**config.mk**
```make
export PLATFORM = sky130hd
export DESIGN_NAME = flash_cmd_seq
export DESIGN_NICKNAME = d
export VERILOG_FILES = /design/src/rtl/flash_cmd_seq.sv
export SDC_FILE = /design/constraint.sdc
export NUM_CORES = 1
export LEC_CHECK = 0
export BUFFER_PORTS_ARGS = -buffer_cell sky130_fd_sc_hd__buf_4
export CORE_UTILIZATION = 35
export CTS_CLUSTER_DIAMETER = 40
export CTS_CLUSTER_SIZE = 30
export DETAILED_ROUTE_END_ITERATION = 10
export SETUP_SLACK_MARGIN = 0.15
export SLEW_MARGIN = 15
export SYNTH_ARGS = -nofsm -noshare
export SYNTH_HDL_FRONTEND = slang
export SYNTH_SLANG_ARGS = --single-unit
```
**constraint.sdc**
```tcl
create_clock -name clk -period 3.5 [get_ports clk]
set_input_delay 0.175 -clock clk [delete_from_list [all_inputs] [get_ports clk]]
set_output_delay 0.175 -clock clk [all_outputs]
set_load 0.1 [all_outputs]
```
**src/rtl/flash_cmd_seq.sv**
```systemverilog
module flash_cmd_seq #(
  parameter int AW        = 17,
  parameter int DW        = 8,
  parameter int MATCH_W   = 15,
  parameter int SECT_W    = 3,
  parameter logic [MATCH_W-1:0] KEY_ADDR_A = 15'h5555,
  parameter logic [MATCH_W-1:0] KEY_ADDR_B = 15'h2AAA,
  parameter logic [DW-1:0] KEY_A      = 8'hAA,
  parameter logic [DW-1:0] KEY_B      = 8'h55,
  parameter logic [DW-1:0] OP_READ    = 8'hF0,
  parameter logic [DW-1:0] OP_PROG    = 8'hA0,
  parameter logic [DW-1:0] OP_ERASE   = 8'h80,
  parameter logic [DW-1:0] OP_CHIP    = 8'h10,
  parameter logic [DW-1:0] OP_SECTOR  = 8'h30
) (
  input  logic              clk,
  input  logic              rst_n,
  input  logic              wr_en,
  input  logic [AW-1:0]     wr_addr,
  input  logic [DW-1:0]     wr_data,
  input  logic              busy,
  input  logic              low_vcc,
  output logic              rd_reset_stb,
  output logic              prog_stb,
  output logic [AW-1:0]     prog_addr,
  output logic [DW-1:0]     prog_data,
  output logic              chip_erase_stb,
  output logic              sector_erase_stb,
  output logic [SECT_W-1:0] sector_num
);
  typedef enum logic [2:0] {
    ST_IDLE, ST_KEY1, ST_KEY2, ST_PROG, ST_ERA1, ST_ERA2, ST_ERA3
  } step_t;

  step_t step_q, step_d;
  logic  rd_d, prog_d, chip_d, sect_d;

  wire take  = wr_en & ~busy & ~low_vcc;
  wire at_a  = (wr_addr[MATCH_W-1:0] == KEY_ADDR_A);
  wire at_b  = (wr_addr[MATCH_W-1:0] == KEY_ADDR_B);
  wire key_a = at_a && (wr_data == KEY_A);
  wire key_b = at_b && (wr_data == KEY_B);

  always_comb begin
    step_d = step_q;
    rd_d   = 1'b0;
    prog_d = 1'b0;
    chip_d = 1'b0;
    sect_d = 1'b0;
    if (low_vcc) begin
      step_d = ST_IDLE;
    end else if (take) begin
      step_d = ST_IDLE;
      unique case (step_q)
        ST_IDLE: if (key_a) step_d = ST_KEY1;
        ST_KEY1: if (key_b) step_d = ST_KEY2;
        ST_KEY2: if (at_a) begin
          if (wr_data == OP_READ)       rd_d   = 1'b1;
          else if (wr_data == OP_PROG)  step_d = ST_PROG;
          else if (wr_data == OP_ERASE) step_d = ST_ERA1;
        end
        ST_PROG: prog_d = 1'b1;
        ST_ERA1: if (key_a) step_d = ST_ERA2;
        ST_ERA2: if (key_b) step_d = ST_ERA3;
        ST_ERA3: begin
          if (at_a && wr_data == OP_CHIP) chip_d = 1'b1;
          else if (wr_data == OP_SECTOR)  sect_d = 1'b1;
        end
        default: step_d = ST_IDLE;
      endcase
    end
  end

  always_ff @(posedge clk) begin
    if (!rst_n) begin
      step_q           <= ST_IDLE;
      rd_reset_stb     <= 1'b0;
      prog_stb         <= 1'b0;
      chip_erase_stb   <= 1'b0;
      sector_erase_stb <= 1'b0;
      prog_addr        <= '0;
      prog_data        <= '0;
      sector_num       <= '0;
    end else begin
      step_q           <= step_d;
      rd_reset_stb     <= rd_d;
      prog_stb         <= prog_d;
      chip_erase_stb   <= chip_d;
      sector_erase_stb <= sect_d;
      if (prog_d) begin
        prog_addr <= wr_addr;
        prog_data <= wr_data;
      end
      if (sect_d) sector_num <= wr_addr[AW-1 -: SECT_W];
    end
  end
endmodule

```
==> results of run 1 <==
kinds of logic (layout without fill, tap and decap cells):
| logic type | Yosys count | after routing | share of synthesized area (%) |
|---|---|---|---|
| simple gates | 100 | 100 | 33.9 |
| flops | 35 | 35 | 46.4 |
| compound gates | 32 | 32 | 15.2 |
| buf+inv | 9 | 70 | 2.49 |
| mux | 3 | 3 | 1.99 |
cell usage in the layout, fill, tap and decap left out:
| master | instances |
|---|---|
| nor3b_1 | 1 |
| inv_1 | 1 |
| bufinv_16 | 1 |
| a32oi_1 | 1 |
| o211ai_1 | 1 |
| buf_4 | 61 |
| nor4b_1 | 1 |
| o21ai_0 | 5 |
| nor3_1 | 4 |
| or4bb_1 | 1 |
| mux2i_1 | 3 |
| nand4_1 | 3 |
| or3_1 | 1 |
| nand3_1 | 4 |
| nor2b_1 | 6 |
| a21boi_0 | 25 |
| and4_1 | 1 |
| nand2_1 | 55 |
| and4b_1 | 1 |
| nor4_1 | 2 |
| nor2_1 | 5 |
| or4b_1 | 2 |
| nand3b_1 | 1 |
| clkinv_2 | 1 |
| clkbuf_8 | 6 |
| and3_1 | 3 |
| nand4b_1 | 2 |
| and3b_1 | 1 |
| nor4bb_1 | 4 |
| and2_1 | 2 |
| dfxtp_1 | 35 |
per-layer routing:
| layer | part of all wire, % | vias to the layer above | wire, um | track usage [%] |
|---|---|---|---|---|
| met2 | 46 | 38 | 1810 | 29.8 |
| met1 | 46 | 653 | 1800 | 24.0 |
| li1 | - | 737 | - | - |
| met3 | 6.5 | 4 | 252 | 6.59 |
| met4 | 0.82 | 0 | 32 | 6.65 |
| met5 | 0 | - | 0 | 0 |
synth_stat cells, types with 4 or more instances:
library cell and n:
a21boi_0 25, nor2_1 5, nor2b_1 6, dfxtp_1 35, nor4bb_1 4, nand2_1 55
clkbuf_1 5, nor3_1 4, nand3_1 4, o21ai_0 5
state kept, by name (all words and copies together), names as in the netlist:
register,cells
prog_data,8
prog_stb,1
step_q,3
chip_erase_stb,1
rd_reset_stb,1
sector_num,3
prog_addr,17
sector_erase_stb,1
where the power goes:
part	switching (W)	total [W]	internal, W
clock	0.000146	0.000376	0.000230
sequential	0.000000000000254	0.000398	0.000398
combinational	0.0000259	0.0000571	0.0000312
worst max path at each step:
| stage | end | cells after the start |
|---|---|---|
| 6_report | prog_data[7] | 5 |
| 2_1_floorplan | chip_erase_stb | 4 |
| 3_5_place_dp | prog_addr[14] | 5 |
| 5_1_grt | prog_data[5] | 5 |
| 4_1_cts | prog_addr[13] | 4 |
| 3_3_place_gp | prog_addr[16] | 5 |
through the flow:
stage                     power [W]  hold WS, ps
after floorplan            0.000424          306
after global placement     0.000465          450
after detailed placement   0.000465          457
after CTS                  0.000840          150
after global routing       0.000863          156
final                      0.000831          155
area by class of cell:
cell class,count,area [sq um],area share (%)
Inverter,1,3.75,0.178
Sequential cell,35,701,33.2
Clock inverter,2,35.0,1.66
Clock buffer,6,82.6,3.91
Timing Repair Buffer,61,458,21.7
Multi-Input combinational cell,135,771,36.5
Tap cell,50,62.6,2.96
worst register-to-register path, cell delays in order, from the launching register on:
cell	delay [ps]
dfxtp_1	430
nor2b_1	210
nand3_1	700
nand2_1	270
a21boi_0	110
==> results by group, run 1 <==
Status
  • Status: complete, no violations

Clocking
  • Clock Sinks: 35
  • Clock-pin transition on the worst setup and hold timing paths: 70 ps
  • CTS tree: done
  • Clock Root Buffer: clkbuf_8
  • Hold-fix buffers, CTS: 0
  • CTS Buffer Depth: 2
  • Clock latency on the worst-skew pair: 280 ps
  • Post-cts resize count: 0
  • Post-CTS Setup Bufs: 0
  • H-Tree Depth: 2
  • CTS Buf Count: 5

Critical path
  • RR Startpoint: step_q[1]
  • R2R depth: 4
  • Critical path's top delay family: simple AND/OR/NAND/NOR gates
  • Crit path largest cell delay: 840 ps
  • Worst EP required: approximately 3700 ps
  • Worst path bufs/invs: 1
  • Reg-to-reg endpoint: prog_data[7]
  • Critical Path Fanout Max: 25
  • CP startpoint: low_vcc
  • Crit start category: primary input
  • R2r setup slk: 1680 ps
  • Endpoint class of the critical path: flop
  • Critical path type: in -> reg
  • Arr. time, crit path: about 2000 ps
  • CP max stage cell: nand3_1
  • Cells along the critical path: buf_4, nor3b_1, nand3_1, nand2_1, a21boi_0

Floorplan
  • Die Width: 67.7 um
  • Die footprint: 0.00458 sq mm
  • Initial Util: 37.2%
  • Core Region: 0.00406 sq mm
  • I/O pins: 62
  • Chip height: ~68 um
  • Std cell rows: 23

Timing
  • Final Hold Vio Count: 0
  • Max-slew violations: 0
  • Fin crit period: 1840 ps
  • Final Skew: 3.26 ps
  • Tcrit/Tclk final: between 50% and 60%
  • Measured slew at the worst slew-check pin: 980 ps
  • Setup TNS: 0 ps
  • RSZ-0062 raised after global routing: false
  • Setup Viol. Count Final: 0
  • Maximum clock frequency: about 0.54 GHz
  • Max_slew headroom: 34.5%
  • Final Worst Setup Slack: 1660 ps

Global routing
  • Global Route Usage Sum: 19.0%
  • Vias in the first global route: approximately 1,400
  • Initial antenna violation count: 0
  • First-pass GRT wire length: 6400 um
  • Largest net degree at the start of global routing: 33
  • Congestion Overflow GR: 0

Detailed routing
  • ANT nets after route: 0
  • Vias: 1,432
  • Routed wire length: 3900 um
  • DRC viols: 0
  • Routed length per instance: 13.5 um
  • DR pass1 iterations: 4
  • Starting DRT DRC Count: 62
  • DR vias/cell: 4.94

Final layout
  • Fin area: 0.00211 sq mm
  • Non-Filler Instances: 290
  • Number of diodes: 0
  • Fin util: 52.1%
  • Layout cells sized above 1: approximately 29%
  • # nets final: 269
  • P&R area growth vs syn: 40.0%
  • Fillers: 407

Power
  • PwrDens: 393 mW/mm^2
  • Lkg Pwr: 0.828 nW
  • Max VDD drop: 215 uV

Synth
  • Distinct cells, synth: 29
  • Top_reg_cell synth: dfxtp_1
  • Syn Nets: 209
  • Post-Syn Area: 0.00151 sq mm
  • Top-area cell type share of the netlist area: 46.4%
  • #FFs+latches synth: 35
  • Asr flop ratio synth: 0%
  • Mapped Cells: ~180
  • Top cells by area, synth: dfxtp_1 46%, nand2_1 14%, a21boi_0 12%, nor4bb_1 2.7%, nor2b_1 2.5%
  • Ys Warns: 0
  • Avg Cell Area, Syn: 8.43 sq um
  • Number of synthesized flops with an enable pin: 0
  • Seq/Total Area, Yosys: 46.4%
  • Largest area contributor in the netlist: dfxtp_1

Hold path
  • Hold Crit Start: wr_addr[15]
  • HP Class: in -> reg
  • Worst hold path cell count: 3
  • Worst Hold Endpoint: prog_addr[15]

Placement
  • Dpl cell area: 0.00200 sq mm
  • Input/output buffers: 61
  • Dpl ws: 1330 ps
  • Post-detail-place hpwl: 2860 um
  • RePlAce Congestion: 0.783
  • Placed Cells: 282

Job
  • Max Cap Viol: 0
Note: power is estimated with default switching activity, not from simulation.
==> run 2, diff against run 1 <==
==> constraint.sdc (replaced) <==
create_clock -name clk -period 1.53 [get_ports clk]
set_input_delay 0.0765 -clock clk [delete_from_list [all_inputs] [get_ports clk]]
set_output_delay 0.0765 -clock clk [all_outputs]
set_load 0.1 [all_outputs]
==> run 2 against run 1 <==
Compared with the run above: via count increased by 3.4%; sequential share of layout area shrank 1.9 points; critical path type is now reg -> reg; die area unchanged; clock power grew 98%; critical path depth down 1; global-route usage is 0.20 points lower; worst setup slack lost 1500 ps; largest power group unchanged.
==> results by group, run 2 (same netlist as run 1, synthesis figures left out) <==
Placement
  • Placed Cells: 293
  • Post-detail-place hpwl: 2940 um
  • Input/output buffers: 61
  • Dpl ws: -60.8 ps
  • RePlAce Congestion: 0.789

Clocking
  • Clock-pin transition on the worst setup and hold timing paths: ~70 ps
  • CTS Buffer Depth: 2
  • Clock Sinks: 35
  • H-Tree Depth: 2
  • CTS Buf Count: 5
  • Clock latency on the worst-skew pair: 290 ps
  • Clock Root Buffer: clkbuf_8
  • CTS tree: done

Hold path
  • Hold Crit Start: wr_addr[16]
  • Worst Hold Endpoint: prog_addr[16]
  • HP Class: in -> reg
  • Worst hold path cell count: 3

Critical path
  • Reg-to-reg endpoint: rd_reset_stb
  • RR Startpoint: step_q[0]
  • Critical path type: reg -> reg
  • Critical Path Fanout Max: 7
  • Arr. time, crit path: 1550 ps
  • Crit start category: flop
  • Endpoint class of the critical path: flop
  • R2r setup slk: 190 ps
  • R2R depth: 4
  • Worst EP required: 1740 ps

Timing
  • Fin crit period: 1340 ps
  • Max-slew violations: 0
  • Max_slew headroom: 80.8%
  • Final Skew: around 3.8 ps
  • RSZ-0062 raised after global routing: true
  • Final Worst Setup Slack: 194 ps
  • Measured slew at the worst slew-check pin: 284 ps
  • Setup Viol. Count Final: 0
  • Tcrit/Tclk final: between 80% and 90%
  • Maximum clock frequency: 0.749 GHz
  • Final Hold Vio Count: 0

Detailed routing
  • Vias: 1,481
  • DR pass1 iterations: 4
  • DRC viols: 0
  • ANT nets after route: 0
  • DR vias/cell: 4.89
  • Routed length per instance: 13.4 um
  • Routed wire length: 4050 um
  • Starting DRT DRC Count: 50

Power
  • PwrDens: 794 mW/mm^2
  • Tot Pwr: 0.00180 W
  • Max VDD drop: 566 uV
  • Lkg Pwr: 0.892 nW

Global routing
  • Congestion Overflow GR: 0
  • Initial antenna violation count: 0
  • First-pass GRT wire length: 6310 um
  • Global Route Usage Sum: a little under a fifth
  • Vias in the first global route: 1,373
  • Largest net degree at the start of global routing: 32

Final layout
  • Number of diodes: 0
  • Largest registers: prog_addr x17, prog_data x8
  • Largest register FFs: 17
  • Most frequent cells in the layout: 73 x buf_4, 55 x nand2_1, 32 x dfxtp_1
  • Layout cells sized above 1: a little over a third
  • Non-Filler Instances: between 300 and 400
  • Fillers: ~400
  • P&R area growth vs syn: 50.3%
  • Reg with most FFs: prog_addr
  • # nets final: roughly 280
  • Commonest non-fill, non-tap cell in the layout: buf_4

Floorplan
  • Chip height: 67.7 um
  • Core Region: between 0.004 and 0.005 sq mm
  • I/O pins: 62
  • Std cell rows: 23
  • Die Width: 67.7 um
  • Initial Util: 37.2%
  • Die footprint: 0.00458 sq mm

Status
  • Status: complete, no violations

Job
  • Max Cap Viol: 0
-- run 2: changes by cell type in the layout (fill, tap and decap cells not counted), sizes merged --
cell / delta
clkbuf: +1
bufinv: -1
clkinvlp: +1
clkinv: -1
buf: +13
-- run 2: power breakdown --
group | leakage, nW | internal (W) | switching [W]
clock | 0.0505 | 0.000409 | 0.000337
sequential | 0.284 | 0.000907 | 0.000000000000581
combinational | 0.558 | 0.0000833 | 0.0000651
total | 0.892 | 0.00140 | 0.000402
-- run 2: final cells by class --
class / count / area, sq um / share of cell area [%]
multi-input combinational: 135 / 821 / 36.2
sequential: 35 / 709 / 31.3
timing repair buffer: 74 / 568 / 25.0
clock buffer: 7 / 96.3 / 4.25
tap: 50 / 62.6 / 2.76
clock inverter: 1 / 7.51 / 0.331
inverter: 1 / 3.75 / 0.165
-- run 2: worst max-delay path by stage --
stage / from / endpoint / slack, ps
2_1_floorplan: wr_addr[7] / chip_erase_stb / 110
4_1_cts: step_q[1] / sector_num[2] / 150
5_1_grt: step_q[0] / rd_reset_stb / 130
6_report: step_q[0] / rd_reset_stb / 190
3_5_place_dp: wr_addr[7] / chip_erase_stb / -60
3_3_place_gp: wr_addr[7] / chip_erase_stb / -50
-- run 2: per-layer routing --
| metal | global-route usage, % | vias up | share of wire, % |
|---|---|---|---|
| met5 | 0 | - | 0 |
| met4 | 9.57 | 0 | 1.6 |
| met3 | 5.41 | 7 | 5.6 |
| met2 | 29.8 | 34 | 46 |
| met1 | 23.0 | 674 | 47 |
| li1 | - | 766 | - |
-- run 2: timing repair --
| action | 4_1_cts | 5_1_grt |
|---|---|---|
| hold buffers | 0 | 0 |
| gates resized for setup | 6 | 9 |
| setup endpoints to repair | 4 | 33 |
| buffers inserted | 0 | 2 |
| pin swaps | 4 | 5 |
-- run 2: stage by stage --
| stage | util (%) | setup TNS [ps] | cell area [sq um] | hold WS [ps] |
|---|---|---|---|---|
| after detailed placement | 51.7 | -87.6 | 2100 | 357 |
| after global routing | 55.9 | 0 | 2270 | 60.0 |
| after global placement | 51.7 | -56.6 | 2100 | 350 |
| after floorplan | - | 0 | 1520 | 207 |
| final | 55.9 | 0 | 2270 | 51.2 |
| after CTS | 54.8 | 0 | 2220 | 47.6 |
-- run 2: worst max-delay path: stages, from the launching register on --
cell	delay [ps]
dfxtp_4	360
or3_4	370
nor4b_4	280
nand2_1	120
nor3_1	130
==> run 3, diff against run 2 <==
--- a/config.mk
+++ b/config.mk
@@ -6,10 +6,11 @@
 export NUM_CORES = 1
 export LEC_CHECK = 0
 export BUFFER_PORTS_ARGS = -buffer_cell sky130_fd_sc_hd__buf_4
-export CORE_UTILIZATION = 35
+export CORE_UTILIZATION = 42
 export CTS_CLUSTER_DIAMETER = 40
 export CTS_CLUSTER_SIZE = 30
 export DETAILED_ROUTE_END_ITERATION = 10
+export PLACE_DENSITY = 0.74
 export SETUP_SLACK_MARGIN = 0.15
 export SLEW_MARGIN = 15
 export SYNTH_ARGS = -nofsm -noshare
==> run 3 against run 2 <==
Compared with the run above: global-route usage rose by 4.8 points; maximum frequency shrank 5.0%; first-iteration DRC count is 82% higher; design area grew 6.3%; critical endpoint is now step_q[2]; largest cell class unchanged.
==> results by group, run 3 (same netlist as run 1, synthesis figures left out) <==
Placement
  • RePlAce Congestion: 0.915
  • Input/output buffers: 61
  • Dpl cell area: 0.00207 sq mm
  • Placed Cells: 286
  • Post-detail-place hpwl: 2850 um

Timing
  • Fin crit period: 1410 ps
  • Hold_ws: 6.71 ps
  • Max-slew violations: 0
  • Maximum clock frequency: ~0.7 GHz
  • Measured slew at the worst slew-check pin: 285 ps
  • Max_slew headroom: 80.9%
  • Final Hold Vio Count: 0
  • Setup Viol. Count Final: 0
  • Final Skew: 9.69 ps
  • Tcrit/Tclk final: 91.9%
  • RSZ-0062 raised after global routing: true

Critical path
  • Endpoint class of the critical path: flop
  • Worst path bufs/invs: 0
  • Arr. time, crit path: 1700 ps
  • Crit path largest cell delay: 380 ps
  • Critical path's top delay family: simple AND/OR/NAND/NOR gates
  • Critical Path Fanout Max: 5
  • Cells along the critical path: or3_4, nor4b_4, nand2_1, o21ai_1
  • Worst EP required: 1820 ps
  • CP max stage cell: dfxtp_4
  • Critical path type: reg -> reg
  • Crit start category: flop

Floorplan
  • Die footprint: 0.00384 sq mm
  • I/O pins: 62
  • Std cell rows: 21
  • Initial Util: between 40% and 50%
  • Die Width: 61.9 um
  • Chip height: around 62 um
  • Core Region: 0.00339 sq mm

Final layout
  • FF+latch area: 712 sq um
  • Layout cells sized above 1: 34.0%
  • Reg with most FFs: prog_addr
  • Fin util: roughly 71%
  • Commonest non-fill, non-tap cell in the layout: buf_4
  • Multi-input logic area: approximately 830 sq um
  • P&R area growth vs syn: 59.9%
  • # nets final: 297
  • Number of diodes: 0
  • Fillers: 267
  • Largest register FFs: 17
  • Non-Filler Instances: between 300 and 400
  • Most frequent cells in the layout: 69 x buf_4, 55 x nand2_1, 32 x dfxtp_1
  • Largest registers: prog_addr x17, prog_data x8
  • Fin area: around 0.0024 sq mm

Detailed routing
  • Vias: about 1,600
  • ANT nets after route: 0
  • Routed length per instance: approximately 14 um
  • Routed wire length: 4420 um
  • DR vias/cell: 5.15
  • DRC viols: 0
  • DR pass1 iterations: 4
  • Starting DRT DRC Count: 91

Clocking
  • CTS tree: done
  • Clock Sinks: 35
  • CTS Buffer Depth: 2
  • H-Tree Depth: 2
  • Clock Root Buffer: clkbuf_4
  • CTS Buf Count: 5
  • Clock-pin transition on the worst setup and hold timing paths: 110 ps
  • Clock latency on the worst-skew pair: around 360 ps

Global routing
  • Vias in the first global route: 1,423
  • Congestion Overflow GR: 0
  • Global Route Usage Sum: a little under a quarter
  • Largest net degree at the start of global routing: 32
  • First-pass GRT wire length: 6440 um
  • Initial antenna violation count: 0

Hold path
  • HP Class: in -> reg

Status
  • Status: complete, no violations

Power
  • Max VDD drop: 647 uV
  • Lkg Pwr: 0.959 nW
  • Tot Pwr: 0.00168 W
  • PwrDens: 697 mW/mm^2

Job
  • Max Cap Viol: 0
-- run 3: changes by cell type in the layout (fill, tap and decap cells not counted), sizes merged --
cell,previous run,this run
dlymetal6s4s,0,2
buf,74,72
dlygate4sd3,0,15
-- run 3: cell type report --
class,count,area share (%)
Tap cell,46,2.39
Clock inverter,1,0.311
Sequential cell,35,29.5
Multi-Input combinational cell,135,34.4
Clock buffer,7,2.70
Inverter,1,0.156
Timing Repair Buffer,89,30.5
-- run 3: worst paths after layout --
path,startpoint,to,slack [ps],depth (start not counted)
worst max register to register,step_q[0],step_q[2],120,4
worst max-delay path,step_q[0],step_q[2],120,4
worst min-delay path,wr_addr[14],prog_addr[14],7,3
worst min register to register,prog_addr[5],prog_addr[5],470,2
-- run 3: power breakdown --
group               switching, W  total (W)  internal [W]
combinational          0.0000747   0.000187      0.000113
clock                   0.000321   0.000589      0.000268
sequential     0.000000000000627   0.000905      0.000905
-- run 3: worst min-delay path, stage by stage --
cell	delay (ps)
buf_4	130
nand2_1	50
a21boi_0	60
-- run 3: routing by layer --
layer	wire length, um	track usage [%]
met5	0	0
met4	59	6.67
met3	341	9.94
met2	2100	36.5
met1	1920	30.2
-- run 3: per-stage QoR --
step | setup slack (ps) | TNS, ps
after floorplan | 111 | 0
after global placement | -63.7 | -92.1
after detailed placement | -100 | -352
after CTS | 133 | 0
after global routing | 76.3 | 0
final | 124 | 0
-- run 3: timing repair --
item | CTS | global route
setup buffers | 0 | 3
gates resized for setup | 6 | 17
hold buffers | 17 | 0
endpoints found under the hold margin | 20 | 0
pin swaps | 0 | 8
setup endpoints to repair | 3 | 32
